--- src/rtl/chg_irq_pkg.sv ---
package chg_irq_pkg;
  localparam int ADDR_W = 8;
  localparam int DATA_W = 8;

  localparam logic [ADDR_W-1:0] OFS_ID      = 8'h00;
  localparam logic [ADDR_W-1:0] OFS_CLR     = 8'h01;
  localparam logic [ADDR_W-1:0] OFS_STAT    = 8'h02;
  localparam logic [ADDR_W-1:0] OFS_CTRL    = 8'h03;
  localparam logic [ADDR_W-1:0] OFS_RISE0   = 8'h42;
  localparam logic [ADDR_W-1:0] OFS_FALL0   = 8'h43;
  localparam logic [ADDR_W-1:0] PORT_STRIDE = 8'h10;

  localparam int CLR_EDGE_BIT = 3;
  localparam int CLR_OVF_BIT  = 2;

  // packed order gives fall_sel = bit 4 down to edge_ie = bit 0
  typedef struct packed {
    logic fall_sel;
    logic rise_sel;
    logic master;
    logic ovf_ie;
    logic edge_ie;
  } ctrl_t;
endpackage

--- src/rtl/chg_sync_detect.sv ---
module chg_sync_detect #(
  parameter int LINES  = 32,
  parameter int STAGES = 2
) (
  input  logic             clk,
  input  logic             rst,
  input  logic [LINES-1:0] din,
  output logic [LINES-1:0] rise_ev,
  output logic [LINES-1:0] fall_ev
);
  for (genvar i = 0; i < LINES; i++) begin : g_line
    logic [STAGES-1:0] sh;
    logic              prev;
    always_ff @(posedge clk) begin
      if (rst) begin
        sh   <= '0;
        prev <= 1'b0;
      end else begin
        sh   <= {sh[STAGES-2:0], din[i]};
        prev <= sh[STAGES-1];
      end
    end
    assign rise_ev[i] =  sh[STAGES-1] & ~prev;
    assign fall_ev[i] = ~sh[STAGES-1] &  prev;
  end
endmodule

--- src/rtl/chg_event_flags.sv ---
module chg_event_flags
  import chg_irq_pkg::*;
#(
  parameter int LINES = 32
) (
  input  logic             clk,
  input  logic             rst,
  input  logic [LINES-1:0] rise_ev,
  input  logic [LINES-1:0] fall_ev,
  input  logic [LINES-1:0] rise_en,
  input  logic [LINES-1:0] fall_en,
  input  ctrl_t            ctrl,
  input  logic             clr_edge,
  input  logic             clr_ovf,
  output logic             edge_flag,
  output logic             ovf_flag,
  output logic             irq
);
  logic hit;

  assign hit = ((|(rise_ev & rise_en)) & ctrl.rise_sel) |
               ((|(fall_ev & fall_en)) & ctrl.fall_sel);

  always_ff @(posedge clk) begin
    if (rst) begin
      edge_flag <= 1'b0;
      ovf_flag  <= 1'b0;
      irq       <= 1'b0;
    end else begin
      // a fresh detection outranks a clear in the same cycle
      edge_flag <= hit | (edge_flag & ~clr_edge);
      ovf_flag  <= (hit & edge_flag) | (ovf_flag & ~clr_ovf);
      irq       <= ctrl.master & ((edge_flag & ctrl.edge_ie) |
                                  (ovf_flag  & ctrl.ovf_ie));
    end
  end

  AST_EDGE_SET: assert property (@(posedge clk) disable iff (rst)
    hit |=> edge_flag);
  AST_OVF_SET: assert property (@(posedge clk) disable iff (rst)
    (hit && edge_flag) |=> ovf_flag);
  AST_OVF_HOLD: assert property (@(posedge clk) disable iff (rst)
    (ovf_flag && !clr_ovf) |=> ovf_flag);
  AST_EDGE_CLEAR: assert property (@(posedge clk) disable iff (rst)
    (clr_edge && !hit) |=> !edge_flag);
  AST_IRQ_MASTER: assert property (@(posedge clk) disable iff (rst)
    !ctrl.master |=> !irq);
endmodule

--- src/rtl/chg_reg_file.sv ---
module chg_reg_file
  import chg_irq_pkg::*;
#(
  parameter int                NUM_PORTS = 4,
  parameter int                PORT_W    = 8,
  parameter logic [DATA_W-1:0] ID_VALUE  = 8'hC3
) (
  input  logic                        clk,
  input  logic                        rst,
  input  logic [ADDR_W-1:0]           addr,
  input  logic                        wr,
  input  logic [DATA_W-1:0]           wdata,
  input  logic                        edge_flag,
  input  logic                        ovf_flag,
  input  logic                        irq,
  output logic [DATA_W-1:0]           rdata,
  output logic [NUM_PORTS*PORT_W-1:0] rise_en,
  output logic [NUM_PORTS*PORT_W-1:0] fall_en,
  output ctrl_t                       ctrl,
  output logic                        clr_edge,
  output logic                        clr_ovf
);
  localparam int CTRL_W = $bits(ctrl_t);

  logic [DATA_W-1:0] port_rd [NUM_PORTS];
  logic [DATA_W-1:0] port_or;
  logic [DATA_W-1:0] rd_mux;
  ctrl_t             ctrl_q;
  logic [CTRL_W-1:0] ctrl_bits;
  logic              ctrl_wr;

  for (genvar p = 0; p < NUM_PORTS; p++) begin : g_port
    localparam logic [ADDR_W-1:0] A_RISE = OFS_RISE0 + ADDR_W'(p) * PORT_STRIDE;
    localparam logic [ADDR_W-1:0] A_FALL = OFS_FALL0 + ADDR_W'(p) * PORT_STRIDE;
    logic [PORT_W-1:0] rq, fq;
    always_ff @(posedge clk) begin
      if (rst) begin
        rq <= '0;
        fq <= '0;
      end else if (wr) begin
        if (addr == A_RISE) rq <= wdata[PORT_W-1:0];
        if (addr == A_FALL) fq <= wdata[PORT_W-1:0];
      end
    end
    assign rise_en[p*PORT_W +: PORT_W] = rq;
    assign fall_en[p*PORT_W +: PORT_W] = fq;
    assign port_rd[p] = ((addr == A_RISE) ? DATA_W'(rq) : '0) |
                        ((addr == A_FALL) ? DATA_W'(fq) : '0);
  end

  assign ctrl_wr = wr && (addr == OFS_CTRL);

  always_ff @(posedge clk) begin
    if (rst)          ctrl_q <= '0;
    else if (ctrl_wr) ctrl_q <= ctrl_t'(wdata[CTRL_W-1:0]);
  end
  assign ctrl      = ctrl_q;
  assign ctrl_bits = ctrl_q;

  assign clr_edge = wr && (addr == OFS_CLR) && wdata[CLR_EDGE_BIT];
  assign clr_ovf  = wr && (addr == OFS_CLR) && wdata[CLR_OVF_BIT];

  always_comb begin
    port_or = '0;
    for (int p = 0; p < NUM_PORTS; p++) port_or = port_or | port_rd[p];
  end

  always_comb begin
    case (addr)
      OFS_ID:   rd_mux = ID_VALUE;
      OFS_STAT: rd_mux = DATA_W'({irq, ovf_flag, edge_flag});
      OFS_CTRL: rd_mux = DATA_W'(ctrl_bits);
      OFS_CLR:  rd_mux = '0;
      default:  rd_mux = port_or;
    endcase
  end

  always_ff @(posedge clk) begin
    if (rst) rdata <= '0;
    else     rdata <= rd_mux;
  end

  AST_CTRL_WRITE: assert property (@(posedge clk) disable iff (rst)
    ctrl_wr |=> (ctrl_bits == $past(wdata[CTRL_W-1:0])));
  AST_CTRL_HOLD: assert property (@(posedge clk) disable iff (rst)
    !ctrl_wr |=> $stable(ctrl_bits));
endmodule

--- src/rtl/chg_irq_unit.sv ---
module chg_irq_unit
  import chg_irq_pkg::*;
#(
  parameter int                NUM_PORTS   = 4,
  parameter int                PORT_W      = 8,
  parameter int                SYNC_STAGES = 2,
  parameter logic [DATA_W-1:0] ID_VALUE    = 8'hC3
) (
  input  logic                        clk,
  input  logic                        rst,
  input  logic [ADDR_W-1:0]           bus_addr,
  input  logic                        bus_wr,
  input  logic [DATA_W-1:0]           bus_wdata,
  output logic [DATA_W-1:0]           bus_rdata,
  input  logic [NUM_PORTS*PORT_W-1:0] lines_in,
  output logic                        irq
);
  localparam int LINES = NUM_PORTS * PORT_W;

  logic [LINES-1:0] rise_ev, fall_ev, rise_en, fall_en;
  ctrl_t            ctrl;
  logic             clr_edge, clr_ovf, edge_flag, ovf_flag;

  chg_sync_detect #(.LINES(LINES), .STAGES(SYNC_STAGES)) u_detect (
    .clk(clk), .rst(rst), .din(lines_in),
    .rise_ev(rise_ev), .fall_ev(fall_ev)
  );

  chg_event_flags #(.LINES(LINES)) u_flags (
    .clk(clk), .rst(rst),
    .rise_ev(rise_ev), .fall_ev(fall_ev),
    .rise_en(rise_en), .fall_en(fall_en),
    .ctrl(ctrl), .clr_edge(clr_edge), .clr_ovf(clr_ovf),
    .edge_flag(edge_flag), .ovf_flag(ovf_flag), .irq(irq)
  );

  chg_reg_file #(.NUM_PORTS(NUM_PORTS), .PORT_W(PORT_W), .ID_VALUE(ID_VALUE)) u_regs (
    .clk(clk), .rst(rst),
    .addr(bus_addr), .wr(bus_wr), .wdata(bus_wdata),
    .edge_flag(edge_flag), .ovf_flag(ovf_flag), .irq(irq),
    .rdata(bus_rdata), .rise_en(rise_en), .fall_en(fall_en),
    .ctrl(ctrl), .clr_edge(clr_edge), .clr_ovf(clr_ovf)
  );
endmodule

--- config.mk ---
export PLATFORM = sky130hd
export DESIGN_NAME = chg_irq_unit
export DESIGN_NICKNAME = d
export VERILOG_FILES = /design/src/rtl/chg_irq_pkg.sv /design/src/rtl/chg_sync_detect.sv /design/src/rtl/chg_event_flags.sv /design/src/rtl/chg_reg_file.sv /design/src/rtl/chg_irq_unit.sv
export SDC_FILE = /design/constraint.sdc
export NUM_CORES = 1
export LEC_CHECK = 0
export BUFFER_PORTS_ARGS = -buffer_cell sky130_fd_sc_hd__buf_2
export CELL_PAD_IN_SITES_DETAIL_PLACEMENT = 1
export CELL_PAD_IN_SITES_GLOBAL_PLACEMENT = 2
export CORE_MARGIN = 8
export CORE_UTILIZATION = 41
export DETAILED_ROUTE_END_ITERATION = 6
export GPL_TIMING_DRIVEN = 0
export HOLD_SLACK_MARGIN = 0.05
export PLACE_DENSITY = 0.92
export SYNTH_ARGS = -nofsm -noshare
export SYNTH_HDL_FRONTEND = slang
export SYNTH_HIERARCHICAL = 1
export SYNTH_SLANG_ARGS = --single-unit
--- constraint.sdc ---
create_clock -name clk -period 4.4 [get_ports clk]
set_clock_uncertainty 0.1 [all_clocks]
set_input_delay 0.44 -clock clk [delete_from_list [all_inputs] [get_ports clk]]
set_output_delay 0.44 -clock clk [all_outputs]
set_load 0.01 [all_outputs]
# Word level (Yosys, flattened, before mapping)
# Cells that the tools add are included.
# totals
reg_bits	176
inputBits	51
output_inout_bits	9
elab_cells	267
# op_classes
eq_ne	11
muxes	9
bitwise	151
n_reduce_logical	15
# op_table
op	count
$and A1 B1 Y1	72
$not A1 Y1	66
$and A32 B32 Y32	2
$eq A8 B7 Y1 const B	8
$mux W8	8
$reduce_or A32 Y1	2
$or A8 B8 Y8	7
$pmux W8 S4	1
$eq A8 B2 Y1 const B	2
$reduce_and A2 Y1	8
$eq A8 B1 Y1 const B	1
$logic_not A8 Y1	1
$logic_and A1 B1 Y1	4
$or A1 B1 Y1	4

# Logic depth before layout (Yosys ltp)
# logic_depth
word_depth	8
depth_mapped	7
ltp_nobuf	5

# By module
# Netlist, hierarchy kept.
# by_module_without_submodules
mod	n_inst	cells_per_inst	area_per_inst_um2	seq_area_each_um2
chg_reg_file	1	334	3509.6	1541.5
chg_sync_detect	1	266	3000.4	1921.8
chg_event_flags	1	54	445.4	60.1

# Worst setup path after synthesis
# No wires, ideal clock.
# synth_path
path_type	input to register
from	input port bus_addr[0]
to	register u_flags.ovf_flag
setup_ns	0.082
t_arrival_ns	1.770
t_required_ns	4.218
slack_ns	2.447
cell_stages	7
path_buffers	3
path_cell_list	buf_2 buf_4 buf_2 nor2b_1 and4_1 or3b_2 o221ai_1
# synth_via
elab_chain_cells	6
# synth_rtl
item	line_no	text
from (decl)	chg_irq_unit.sv:11	input logic [ADDR_W-1:0] bus_addr,
$eq A8 B1 Y1	chg_reg_file.sv:61	assign clr_ovf = wr && (addr == OFS_CLR) && wdata[CLR_OVF_BIT];
$logic_and A1 B1 Y1 (2 in a row)	chg_reg_file.sv:61	
named net clr_ovf	chg_irq_unit.sv:22	logic clr_edge, clr_ovf, edge_flag, ovf_flag;
$not A1 Y1	chg_event_flags.sv:32	ovf_flag <= (hit & edge_flag) | (ovf_flag & ~clr_ovf);
$and A1 B1 Y1	chg_event_flags.sv:32	
$or A1 B1 Y1	chg_event_flags.sv:32	
to (signal assigned)	chg_event_flags.sv:32	
to (decl)	chg_event_flags.sv:16	output logic ovf_flag,
# The timed path passes the listed nets, and every way through them passes these cells.
# A chain may end at the register's enable or synchronous reset.

# Final worst setup path
# layout_path
from	register u_detect.g_line[6].prev
to	register u_flags.ovf_flag
# layout_via
word_cells_on_any_way	12
cone_classes	10 x bitwise; 2 x reduce/logical
# layout_rtl
item	line_no	text
from (decl)	chg_sync_detect.sv:13	logic prev;
from (signal assigned)	chg_sync_detect.sv:20	prev <= sh[STAGES-1];
$and A1 B1 Y1	chg_sync_detect.sv:24	assign fall_ev[i] = ~sh[STAGES-1] & prev;
named net fall_ev[6]	chg_irq_unit.sv:20	logic [LINES-1:0] rise_ev, fall_ev, rise_en, fall_en;
$and A32 B32 Y32	chg_event_flags.sv:22	((|(fall_ev & fall_en)) & ctrl.fall_sel);
$reduce_or A32 Y1	chg_event_flags.sv:22	
$and A1 B1 Y1	chg_event_flags.sv:22	
$or A1 B1 Y1	chg_event_flags.sv:21	assign hit = ((|(rise_ev & rise_en)) & ctrl.rise_sel) |
$and A1 B1 Y1	chg_event_flags.sv:32	
$or A1 B1 Y1	chg_event_flags.sv:32	
# The timed path passes the listed nets, and every way through them passes these cells.

==> results.json <==
{
  "synth_area_sq_um": 6960,
  "crit_path_cell_trace": "nor2b_1 > a22oi_1 > nand4_1 > o41ai_2 > o221ai_1",
  "gp_congestion": 0.904,
  "reg2reg_depth": 5,
  "clk_pin_slew_ns": 0.07,
  "io_pins": 60,
  "cts-root-buf": "clkbuf_16",
  "end_kind": "flop",
  "grt_overflow_total": 0,
  "synth-seq-area-share_pct": 50.7,
  "cp_max_fo": 2,
  "grt_pass1_wl_um": 31500,
  "slowest_stage": "o41ai_2",
  "viasPerCell": 5.34,
  "relSlewSlack_pct": 51.1,
  "vias": 5091,
  "worst_slew_pin_slew_ns": 0.734,
  "startpoint_type": "flop",
  "cts.path.max_buffers": 2,
  "rows": 47,
  "cts.sinks": 176,
  "grtUsageTotal_pct": 19.3,
  "wl_per_cell_um": 21.2,
  "final_nets": 773,
  "synth-edff-count": 0,
  "ff_latch_area_sq_um": 3520,
  "first_pass_iters": 5,
  "critical_path.startpoint": "u_detect/g_line[6].prev",
  "drv_slew": 0,
  "vdd_drop_max_mv": 0.292,
  "cp_num_cells": 5,
  "dp_hpwl_um": 15300,
  "syn_avg_cell_area_sq_um": 10.6,
  "drv_cap": 0,
  "outcome": "complete, no violations",
  "syn-instance-count": 654,
  "cts_resized": 0,
  "insertion_delay_ns": 0.43,
  "slowest_delay_ns": 0.57,
  "die_h_um": 146,
  "synth-main-ff-cell": "dfxtp_1",
  "finalHoldViolCount": 0,
  "postCtsHoldBufs": 0,
  "cp_top_family": "compound AO/OA/AOI/OAI gates",
  "drc": 0,
  "drt-total-wl_um": 20300,
  "syn2layout_area_growth_pct": 15.2,
  "cts_setup_buffers": 0,
  "cts_tree": "yes",
  "finish.utilization_pct": 48.3,
  "start_util_pct": 41.9,
  "r2r-end": "u_flags/ovf_flag",
  "final_cell_mix": "dfxtp_1, nor2b_1, nor2_1, mux2i_1, buf_2",
  "drive_above_1_share_pct": 18.5,
  "hp-class": "input port to flop",
  "fillers": 1835,
  "die_x_um": 146,
  "ant_nets": 0,
  "coreArea_sq_um": 16600,
  "finalCriticalPeriod_ns": 1.98,
  "cp.buffers_inverters": 0,
  "syn_nets": 705,
  "antenna_found_initial": 0,
  "min-delay-start": "lines_in[3]",
  "leakage_nw": 3.55,
  "final_common_cell": "dfxtp_1",
  "r2r_setup_slack_ns": 2.42,
  "powerDensity_nw_per_um2": 398,
  "antenna_cells": 0,
  "grt_max_degree": 17,
  "multi_input_area_sq_um": 3210,
  "max_freq_mhz": 506,
  "die-area_sq_um": 21400,
  "grt_pass1_vias": 5434,
  "cts_buffers": 17,
  "ys_ff_latch": 176,
  "crit_type": "flop to flop",
  "ys.warnings.count": 6,
  "crit_path_end": "u_flags/ovf_flag",
  "drt-initial-drc-count": 352,
  "async_flop_share_pct": 0,
  "report.final.setup_viol": 0,
  "fin_crit_sh_pct": 44.9,
  "rsz0062_at_grt": "false",
  "htreeDepth": 4,
  "final.setup.tns_ns": 0,
  "critical_path_required_ns": 4.60,
  "yosys.cell_types.count": 53,
  "port_buffers": 49,
  "cp.arrival_ns": 2.17,
  "r2r_start": "u_detect/g_line[6].prev"
}
==> sequential cells by signal, indices dropped and copies added, names as in the netlist <==
| register | cells |
|---|---|
| u_detect/g_line.sh | 64 |
| u_regs/ctrl | 5 |
| u_flags/edge_flag | 1 |
| u_detect/g_line.prev | 32 |
| u_flags/ovf_flag | 1 |
| u_regs/g_port.rq | 32 |
| u_regs/rdata | 8 |
| u_flags/irq | 1 |
| u_regs/g_port.fq | 32 |
==> area by class of cell <==
type	count	share of cell area, %
buffer	40	2.72
clock buffer	18	5.36
clock inverter	13	1.31
multi-input combinational	438	40.1
sequential	176	44.0
tap	220	3.44
timing repair buffer	49	3.06
==> worst register-to-register path: cells and delay by family, from the launching register on <==
family / cells / cell delay (ns)
flip-flops: 1 / 0.31
AO/OA/AOI/OAI: 3 / 1.12
AND/OR/NAND/NOR: 2 / 0.30
==> how the worst min path moves through the flow <==
stage                           endpoint  depth (start not counted)
4_1_cts         u_detect/g_line[3].sh[0]                          2
3_5_place_dp   u_detect/g_line[20].sh[1]                          1
2_1_floorplan   u_detect/g_line[0].sh[1]                          1
3_3_place_gp   u_detect/g_line[16].sh[1]                          1
6_report        u_detect/g_line[3].sh[0]                          2
5_1_grt        u_detect/g_line[17].sh[0]                          2
==> per-stage QoR <==
step | cell area [sq um] | cells | hold WS [ns] | power, mW | setup slack [ns]
floorplan | 6960 | 654 | 0.314 | 1.78 | 2.45
global placement | 7480 | 923 | 0.320 | 1.84 | 2.23
detailed placement | 7480 | 923 | 0.327 | 1.85 | 2.20
CTS | 8010 | 954 | 0.0968 | 3.22 | 2.46
global route | 8010 | 954 | 0.105 | 3.31 | 2.38
finish | 8010 | 954 | 0.109 | 3.19 | 2.42
==> cell usage after synthesis, types with 2 or more instances <==
cell type / count / area share [%]
nand3_1: 6 / 0.43
nand2b_1: 4 / 0.36
nand2_1: 6 / 0.32
buf_4: 5 / 0.54
and4_1: 3 / 0.38
nor3b_1: 2 / 0.22
and2_1: 2 / 0.18
nand3_2: 2 / 0.29
and4bb_2: 2 / 0.36
nand4_2: 4 / 0.72
mux2i_1: 71 / 10
mux4_2: 12 / 3.9
clkbuf_1: 16 / 0.86
a31oi_1: 4 / 0.36
nand4_1: 8 / 0.72
dfxtp_1: 176 / 51
a21oi_1: 4 / 0.29
a22oi_1: 36 / 3.9
o211ai_1: 2 / 0.22
nor2b_1: 165 / 15
mux2_2: 4 / 0.65
o2bb2ai_1: 2 / 0.25
nor2_1: 72 / 3.9
buf_2: 14 / 1.0
buf_6: 4 / 0.65
==> power by group <==
group          leakage, nW  switching, mW  internal, mW
clock                0.251          0.653         0.729
sequential            1.43         0.0161          1.63
combinational         1.87         0.0973        0.0672
==> cells by family (layout without fill, tap and decap cells) <==
kind of cell    after synthesis  after routing  synth area share, %
flops                       176            176                 50.7
compound gates               58             58                 6.42
buf+inv                      40            120                 3.13
mux                          88             88                 14.9
simple gates                292            292                 24.9
==> layer usage <==
metal / wire, um / share of wire (%) / GRT usage, % / vias up
met5: 0 / 0 / 0 / -
met4: 723 / 3.6 / 9.33 / 0
met3: 1020 / 5.1 / 4.73 / 48
met2: 9760 / 48 / 32.2 / 167
met1: 8750 / 43 / 22.9 / 2486
li1: - / - / - / 2390
Power figures use the tool's default switching activity.
